==> config.mk <==
export PLATFORM = sky130hd
export DESIGN_NAME = sdram_cmd_guard
export DESIGN_NICKNAME = d
export VERILOG_FILES = /design/src/rtl/sdram_cmd_guard.sv
export SDC_FILE = /design/constraint.sdc
export NUM_CORES = 1
export LEC_CHECK = 0
export ABC_AREA = 1
export CORE_ASPECT_RATIO = 1.4
export CORE_MARGIN = 10
export CORE_UTILIZATION = 54
export CTS_BUF_LIST = sky130_fd_sc_hd__clkbuf_8
export CTS_CLUSTER_DIAMETER = 40
export CTS_CLUSTER_SIZE = 24
export DETAILED_ROUTE_END_ITERATION = 8
export PLACE_DENSITY_LB_ADDON = 0.05
export SLEW_MARGIN = 10
export SYNTH_ARGS = -nofsm -noshare
export SYNTH_HDL_FRONTEND = slang
export SYNTH_SLANG_ARGS = --single-unit
==> constraint.sdc <==
create_clock -name clk -period 2.7 [get_ports clk]
set_input_delay 0.675 -clock clk [delete_from_list [all_inputs] [get_ports clk]]
set_output_delay 0.675 -clock clk [all_outputs]
set_load 0.03 [all_outputs]
==> src/rtl/sdram_cmd_guard.sv <==
module sdram_cmd_guard #(
  parameter int FW = 4,
  parameter int NDEV = 2,
  localparam int DW = (NDEV > 1) ? $clog2(NDEV) : 1,
  localparam int TW = 5 * FW
) (
  input  logic              clk,
  input  logic              rst,
  input  logic              req_valid,
  input  logic [2:0]        req_cmd,
  input  logic [DW-1:0]     req_dev,
  input  logic [NDEV*TW-1:0] tim_cfg,
  output logic              grant,
  output logic [2:0]        iss_cmd,
  output logic [DW-1:0]     iss_dev
);
  localparam int WR_LO = 0;
  localparam int RC_LO = FW;
  localparam int RP_LO = 2 * FW;
  localparam int XS_LO = 3 * FW;
  localparam int SR_LO = 4 * FW;

  localparam logic [2:0] C_NOP = 3'd0, C_ACT = 3'd1, C_RD = 3'd2, C_WR = 3'd3,
                         C_PRE = 3'd4, C_REF = 3'd5, C_SRE = 3'd6, C_SRX = 3'd7;

  wire [FW-1:0] rp_f = tim_cfg[RP_LO +: FW];
  wire [FW-1:0] rc_f = tim_cfg[RC_LO +: FW];

  logic [NDEV-1:0] sel, ok;

  assign grant   = req_valid && (req_cmd != C_NOP) && |(ok & sel);
  assign iss_cmd = grant ? req_cmd : C_NOP;
  assign iss_dev = grant ? req_dev : '0;

  for (genvar d = 0; d < NDEV; d++) begin : g_dev
    wire [TW-1:0] w = tim_cfg[d*TW +: TW];
    logic [FW-1:0] rp_c, wr_c, rc_c, sr_c, xs_c;
    logic in_sr;
    wire hit = grant && sel[d];

    assign sel[d] = (req_dev == DW'(d));

    always_comb begin
      case (req_cmd)
        C_ACT:        ok[d] = !in_sr && rp_c == 0 && rc_c == 0 && xs_c == 0;
        C_RD, C_WR:   ok[d] = !in_sr && rp_c == 0;
        C_PRE:        ok[d] = !in_sr && rp_c == 0 && wr_c == 0;
        C_REF:        ok[d] = !in_sr && rp_c == 0 && rc_c == 0;
        C_SRE:        ok[d] = !in_sr && rp_c == 0;
        C_SRX:        ok[d] = in_sr && sr_c == 0;
        default:      ok[d] = 1'b0;
      endcase
    end

    always_ff @(posedge clk) begin
      if (rst) begin
        rp_c <= '0; wr_c <= '0; rc_c <= '0; sr_c <= '0; xs_c <= '0;
        in_sr <= 1'b0;
      end else begin
        if (hit && req_cmd == C_PRE) rp_c <= rp_f;
        else if (rp_c != 0) rp_c <= rp_c - 1'b1;
        if (hit && req_cmd == C_WR) wr_c <= w[WR_LO +: FW];
        else if (wr_c != 0) wr_c <= wr_c - 1'b1;
        if (hit && req_cmd == C_REF) rc_c <= rc_f;
        else if (rc_c != 0) rc_c <= rc_c - 1'b1;
        if (hit && req_cmd == C_SRE) sr_c <= w[SR_LO +: FW];
        else if (sr_c != 0) sr_c <= sr_c - 1'b1;
        if (hit && req_cmd == C_SRX) xs_c <= w[XS_LO +: FW];
        else if (xs_c != 0) xs_c <= xs_c - 1'b1;
        if (hit && req_cmd == C_SRE) in_sr <= 1'b1;
        else if (hit && req_cmd == C_SRX) in_sr <= 1'b0;
      end
    end

    a_r2_pre_hold: assert property (@(posedge clk) disable iff (rst)
      (grant && iss_cmd == C_PRE && iss_dev == DW'(d) && rp_f != 0)
      |=> !(grant && iss_dev == DW'(d)));

    a_r3_wr_recovery: assert property (@(posedge clk) disable iff (rst)
      (grant && iss_cmd == C_WR && iss_dev == DW'(d) && w[WR_LO +: FW] != 0)
      |=> !(grant && iss_cmd == C_PRE && iss_dev == DW'(d)));

    a_r4_row_cycle: assert property (@(posedge clk) disable iff (rst)
      (grant && iss_cmd == C_REF && iss_dev == DW'(d) && rc_f != 0)
      |=> !(grant && iss_dev == DW'(d) && (iss_cmd == C_ACT || iss_cmd == C_REF)));

    a_r5_sr_minimum: assert property (@(posedge clk) disable iff (rst)
      (grant && iss_cmd == C_SRE && iss_dev == DW'(d) && w[SR_LO +: FW] != 0)
      |=> !(grant && iss_cmd == C_SRX && iss_dev == DW'(d)));

    a_r5_sr_only_exit: assert property (@(posedge clk) disable iff (rst)
      (in_sr && grant && iss_dev == DW'(d)) |-> iss_cmd == C_SRX);

    a_r6_exit_to_act: assert property (@(posedge clk) disable iff (rst)
      (grant && iss_cmd == C_SRX && iss_dev == DW'(d) && w[XS_LO +: FW] != 0)
      |=> !(grant && iss_cmd == C_ACT && iss_dev == DW'(d)));
  end

  a_r7_grant_needs_req: assert property (@(posedge clk) disable iff (rst)
    grant |-> (req_valid && req_cmd != C_NOP));
endmodule

; ---- Word-level counts from Yosys, hierarchy flattened
; Cells that the tools add are included.
[word_totals]
regBits = 42
output_inout_bits = 5
[op_classes]
add_sub_neg = 10
n_eq_ne = 7
n_mux = 28
n_bitwise = 2
n_reduce_logical = 61
[ops]
columns = operator, n
row1 = $mux W4, 20
row2 = $logic_not A4 Y1, 10
row3 = $reduce_bool A4 Y1, 10
row4 = $sub A4 B1 Y4 const B, 10
row5 = $logic_and A1 B1 Y1, 24
row6 = $reduce_bool A2 Y1, 12
row7 = $eq A3 B3 Y1 const B, 4
row8 = $pmux W1 S5, 2
row9 = $eq A3 B2 Y1 const B, 2
row10 = $mux W1, 5
row11 = $eq A3 B1 Y1 const B, 1
row12 = $mux W3, 1
row13 = $reduce_bool A3 Y1, 1
row14 = $reduce_or A3 Y1, 1
row15 = $and A2 B2 Y2, 1
row16 = $logic_not A1 Y1, 2
row17 = $reduce_or A2 Y1, 1
row18 = $not A1 Y1, 1

; ---- Depth between registers and ports, before layout
; Gate-level depths: netlist of the first run.
[depth]
depth_word = 12
mapped_depth = 14
ltp_nobuf = 14

; ---- Worst setup path after synthesis of the first run
; No wires, ideal clock.
[synth_path]
path_kind = input-to-output
startpoint = input req_cmd[0]
endpoint = output iss_cmd[0]
arrival_time_ns = 1.968
required_ns = 2.025
path_slack_ns = 0.057
cell_stages = 11
path_buffers = 0
path_cell_list = inv_1 nand2_1 nor2_2 nand2_1 nand2_1 o21bai_1 nand2_2 inv_1 a21oi_1 o21ai_0 nor2_1
[synth_via]
elab_chain_cells = 7
elab_cells_between_ends = 16
classes_between = eq/ne (7) / mux (3) / bitwise (1) / reduce/logical (5)
[synth_lines]
columns = item, line
row1 = start: declaration, 10  ; input logic [2:0] req_cmd,
row2 = $eq A3 B2 Y1 or $eq A3 B3 Y1 (tied branches), 44  ; case (req_cmd)
row3 = $reduce_or A3 Y1 (no line), n/a
row4 = $pmux W1 S5, 44
row5 = $and A2 B2 Y2, 31  ; assign grant = req_valid && (req_cmd != C_NOP) && |(ok & sel);
row6 = $reduce_or A2 Y1, 31
row7 = $logic_and A1 B1 Y1, 31
row8 = $mux W3 *, 32  ; assign iss_cmd = grant ? req_cmd : C_NOP;
row9 = end: declaration, 14  ; output logic [2:0] iss_cmd,
; Every way passes the cells marked *; elsewhere a longest branch is shown, timed or not.

; ---- Final worst setup path of the first run
; Same ends and word-level chain as after synthesis.

==> metrics.txt, run 1 <==
drt first-iter violations 91; Finished Cell Area 0.00367 mm^2; largest net degree at the start of global routing 19; final setup violation count 0; Root Buffer clkbuf_8; Critical Path AT 1970 ps; crit path max fanout 5; CP cell instances buf_2 -> nand3_1 -> nor3_2 -> a21oi_1 -> nand2_2 -> inv_1 -> a21oi_1 -> o21ai_2 -> nor2_1 -> buf_4; Area growth, synth to finish 33.2%; P_leak 1.78 nW; Clk pwr share 12.6%; Slew Limit Headroom 75.2%; fin crit share 98.0%; Syn Area/Cell 6.93 um^2; status finished, final reports clean; final worst slack 53.6 ps; Startpoint Class input pin; fmax 378 MHz; clk_lat worst skew 300 ps; initial antenna violation count 0; CP Capture Type output port; global-route wire length before repair 10800 um; fillers 418; Logic pwr share 60.5%; Port Buffers 43; skew final 8.13 ps; VDD IR max 606 uV; Remaining Overflow, GRT 0; placed instance area 0.00343 mm^2; HPWL after DPL 5080 um; Fin Setup TNS 0 ps; ratio of cells with drive above 1 in the final layout 21.3%; I/O pins 52; Die Span X 80.3 um; Max-Cap Viols 0; register area share after synthesis 30.5%; Post-Syn Area 0.00275 mm^2; post-synth cell types 29; # clock sinks 42; Reg power frac 26.9%; Internal Power 2.26 mW; CTS tree built; Cells after DPL 525; Top cell by count, worst path a21oi_1; GRT Util Overall 15.4%; Routed WL 6530 um; vias per cell 4.96; Post-Syn Nets 464; worst hold-check path type flop to flop; CTS Buf Count 5; htree depth 2; Hold Fails Final Rpt 0; Worst Max-Slew Pin Slew 369 ps; Post-Synthesis Cells 397; Switch Pwr 1.68 mW; Die H 104 um; non-filler cells, final 539; post-synthesis register bit count 42; CTS clk-pin slew, worst paths 80 ps; CTS max path bufs 2; Rows 30; Residual DRC 0; die area 0.00839 mm^2; Crit path max-delay family simple AND/OR/NAND/NOR gates; vias in the first global route 2554; crit path time final 2650 ps; vias 2674; final core utilization 75.1%; DRT antenna net count 0; Final Max Tran Viols 0; Ant. Diodes 0; Placer Congestion 0.807; slowest cell delay on critical path 190 ps; Switching Share 42.6%; Initial Util 56.4%; CP Class input pin to output port; yosys warns 0; Final #Nets 541; area of the core 0.00488 mm^2; slowest CP cell nor3_2; Critical Path RT 2030 ps; DR pass1 iterations 4; pwr dens 1070 mW/mm^2; Hold-fix buffers, CTS 0; WL/cell 12.1 um; pre-CTS WS -456 ps; crit path buf inv count 3
-- layout by cell type (no fill, tap or decap), types with 2 or more instances in the layout --
cell              n
nand3b_1          2
nand2_1          70
nand2_2           5
nand3_1          20
mux2i_1           2
o21bai_1          2
buf_2             2
ha_1             19
nand4_2           6
nand3_2           5
clkbuf_8          5
inv_2            18
clkinv_2          2
o21ai_0          11
o21ai_1          12
nand2_4           2
xor2_1           23
xnor2_1           5
nor3_1            5
clkdlybuf4s50_1  35
dfxtp_2           2
nor2_2            6
dfxtp_1          40
nor2_4            6
a21oi_1          33
buf_4            33
inv_1            50
nor2_1           42
-- layer usage --
metal	GRT usage, %	part of all wire [%]	vias up
li1	-	-	1417
met2	27.9	55	37
met1	16.3	41	1212
met5	0	0	-
met3	3.72	3.2	8
met4	4.92	1.3	0
-- power groups by stage --
| stage | Clock (mW) | Sequential [mW] | Combinational (mW) |
|---|---|---|---|
| floorplan | 0 | 1.02 | 1.74 |
| global placement | 0 | 1.04 | 2.10 |
| global route | 0.536 | 1.09 | 2.72 |
| CTS | 0.506 | 1.04 | 2.23 |
| detailed placement | 0 | 1.05 | 2.16 |
| finish | 0.496 | 1.06 | 2.38 |
-- cell usage after synthesis, drive strengths merged --
cell / n / area, um^2
a211oi: 1 / 7.51
o21bai: 2 / 15.0
nor2: 54 / 233
xnor2: 5 / 43.8
nand2: 77 / 302
nand3: 26 / 148
xor2: 23 / 201
o31ai: 1 / 7.51
clkbuf: 1 / 3.75
nor3: 6 / 30.0
ha: 20 / 250
inv: 68 / 255
nand3b: 2 / 15.0
or2: 1 / 6.26
o21ai: 24 / 120
buf: 2 / 7.51
mux2i: 2 / 20.0
a21oi: 33 / 165
dfxtp: 42 / 841
nand4: 7 / 81.3
-- repair_timing --
action	CTS	global route
buffers inserted	1	6
endpoints found under the setup margin	5	4
resized for setup	21	27
gates cloned	0	0
pin swaps	2	6
-- cell type report --
cell class / instances / area [um^2] / share of cell area (%)
clock buffers: 5 / 68.8 / 1.88
inverters: 68 / 255 / 6.96
clock inverters: 3 / 40.0 / 1.09
multi-input cells: 284 / 1730 / 47.2
repair buffers: 73 / 647 / 17.6
flip-flops and latches: 42 / 843 / 23.0
well taps: 64 / 80.1 / 2.18
-- cell families after synthesis --
| logic type | count (synthesis) | share of synthesized area, % |
|---|---|---|
| multiplexers | 2 | 0.727 |
| AND/OR/NAND/NOR | 173 | 29.6 |
| AO/OA/AOI/OAI | 61 | 11.5 |
| flip-flops | 42 | 30.5 |
| XOR/XNOR | 28 | 8.91 |
| buffers and inverters | 71 | 9.68 |
| adder cells (fa/ha/maj) | 20 | 9.09 |
-- stage by stage --
step                      hold slack [ps]  total power [mW]
after global placement                450              3.15
after detailed placement              458              3.22
final                                 475              3.94
after global routing                  487              4.35
after CTS                             470              3.78
after floorplan                       440              2.76
-- worst reg2reg max path, cell delays in order (launching register included) --
cell and delay [ps]:
dfxtp_1 350, inv_2 60, ha_1 200, nand2_2 140, nor2_1 80, a21oi_1 200, nand2_2 100, buf_4 160
nand3_4 60, inv_2 40, buf_4 140, nand2_1 130, nand2_1 70, o21ai_1 80, nor2_1 50
-- flip-flops by register name (all words and copies together), names as in the netlist --
register / count
g_dev.sr_c: 8
g_dev.xs_c: 8
g_dev.rc_c: 8
g_dev.rp_c: 8
g_dev.in_sr: 2
g_dev.wr_c: 8
-- final timing paths --
path,endpoint,slack (ps),start,cells after the start
max,iss_cmd[0],50,req_cmd[0],10
min,g_dev[1].in_sr,480,g_dev[1].in_sr,2
max reg2reg,g_dev[1].rc_c[2],740,g_dev[1].rc_c[0],14
min reg2reg,g_dev[1].in_sr,480,g_dev[1].in_sr,2
Power figures use the tool's default switching activity.
==> inputs of run 2 (changes only) <==
==> constraint.sdc (replaced) <==
create_clock -name clk -period 2.7 [get_ports clk]
set_input_delay 0.81 -clock clk [delete_from_list [all_inputs] [get_ports clk]]
set_output_delay 0.81 -clock clk [all_outputs]
set_load 0.03 [all_outputs]
==> run 2 against run 1 <==
Compared with the run above:
- the run now ends with setup timing left
- sequential cell count unchanged
- register-to-register slack worse by 120 ps
- power up 1.2%
- largest cell class unchanged
- highest routed layer unchanged
==> metrics.txt, run 2 (synthesis results as in run 1) <==
GRT Util Overall 15.7%; # clock sinks 42; fmax 358 MHz; pwr dens 1050 mW/mm^2; CTS clk-pin slew, worst paths 80 ps; CP Class input pin to output port; Rows 30; ratio of cells with drive above 1 in the final layout 21.5%; DR pass1 iterations 4; fillers 380; CTS tree built; most common library cell in the layout ignoring fill and taps nand2_1; worst hold-check path type flop to flop; most frequent cells in the layout nand2_1 (70), inv_1 (53), nor2_1 (43); htree depth 2; die area 0.00839 mm^2; DRT antenna net count 0; vias in the first global route 2633; CTS Buf Count 5; crit path time final 2800 ps; Die Span X 80.3 um; Slew Limit Headroom 69.4%; I/O pins 52; Port Buffers 43; skew final 5.89 ps; Residual DRC 0; final worst slack -95.7 ps; Final Max Tran Viols 0; status complete, but fails checks; Hold Fails Final Rpt 0; area of the core 0.00488 mm^2; initial antenna violation count 0; Remaining Overflow, GRT 0; global-route wire length before repair 11100 um; Max-Cap Viols 0; Die H 104 um; Initial Util 56.4%; Worst Max-Slew Pin Slew 456 ps; R2R setup slack 620 ps; vias 2725; sequential cell area 842 um^2; crit path max fanout 4; Final #Nets 545; CP Capture Type output port; Critical Path AT 1990 ps; VDD IR max 706 uV; final setup violation count 5; Placer Congestion 0.780; CTS max path bufs 2; P_leak 1.83 nW; area occupied by multi-input gates 0.00178 mm^2; clk_lat worst skew 300 ps; WHS 485 ps; fin crit share 104%; vias per cell 5.02; Area growth, synth to finish 37.7%; largest net degree at the start of global routing 25; Critical Path RT 1890 ps; Fin Setup TNS -339 ps; RSZ-0062 raised after global routing yes; failing checks setup timing; HPWL after DPL 5040 um; Root Buffer clkbuf_8; Routed WL 6840 um; Startpoint Class input pin; WL/cell 12.6 um; Ant. Diodes 0; drt first-iter violations 128
## run 2: area by class of cell
type                            instances  share of cell area [%]
Timing Repair Buffer                   77                    18.6
Clock buffer                            8                    2.90
Inverter                               68                    7.06
Tap cell                               64                    2.11
Sequential cell                        42                    22.2
Multi-Input combinational cell        284                    47.1
## run 2: metrics by stage
step / power [mW] / instance area, um^2 / instances / setup WS [ps] / util [%]
after floorplan: 2.78 / 2800 / 397 / 7.35 / -
after global placement: 3.21 / 3470 / 525 / -623 / 71.1
after detailed placement: 3.28 / 3470 / 525 / -658 / 71.1
after CTS: 3.85 / 3660 / 535 / -77.2 / 75.0
after global routing: 4.38 / 3790 / 543 / -178 / 77.7
final: 3.98 / 3790 / 543 / -95.7 / 77.7
## run 2: worst max-delay path, cell delays in order
cell      delay (ps)
buf_8            100
buf_6            120
nor2_4            80
inv_2             50
nor2_2            70
o21bai_1          90
nand2_2           80
inv_2             50
a21oi_4          160
o21ai_4          120
nor2_4           120
buf_6            130
## run 2: repair_timing
action | in CTS | in global routing
hold buffers | 0 | 0
pin swaps | 10 | 11
hold endpoints to repair | 0 | 0
endpoints found under the setup margin | 5 | 5
gates resized for setup | 35 | 18
setup buffers | 3 | 8
## run 2: per-layer routing
layer / track usage (%) / part of all wire, %
met1: 16.8 / 41
met2: 28.6 / 53
met3: 3.81 / 4.8
met4: 4.55 / 1.6
met5: 0 / 0
## run 2: path summary, 6_finish.rpt
path / from / end / cells past startpoint
worst max-delay path: req_cmd[1] / iss_cmd[0] / 12
worst min-delay path: g_dev[0].sr_c[1] / g_dev[0].sr_c[1] / 2
worst max register to register: g_dev[0].xs_c[0] / g_dev[0].xs_c[3] / 12
worst min register to register: g_dev[0].sr_c[1] / g_dev[0].sr_c[1] / 2
## run 2: where the power goes
group	internal, mW	switching [mW]	total (mW)
sequential	0.899	0.146	1.05
combinational	1.11	1.35	2.46
clock	0.258	0.219	0.477
total	2.27	1.72	3.98
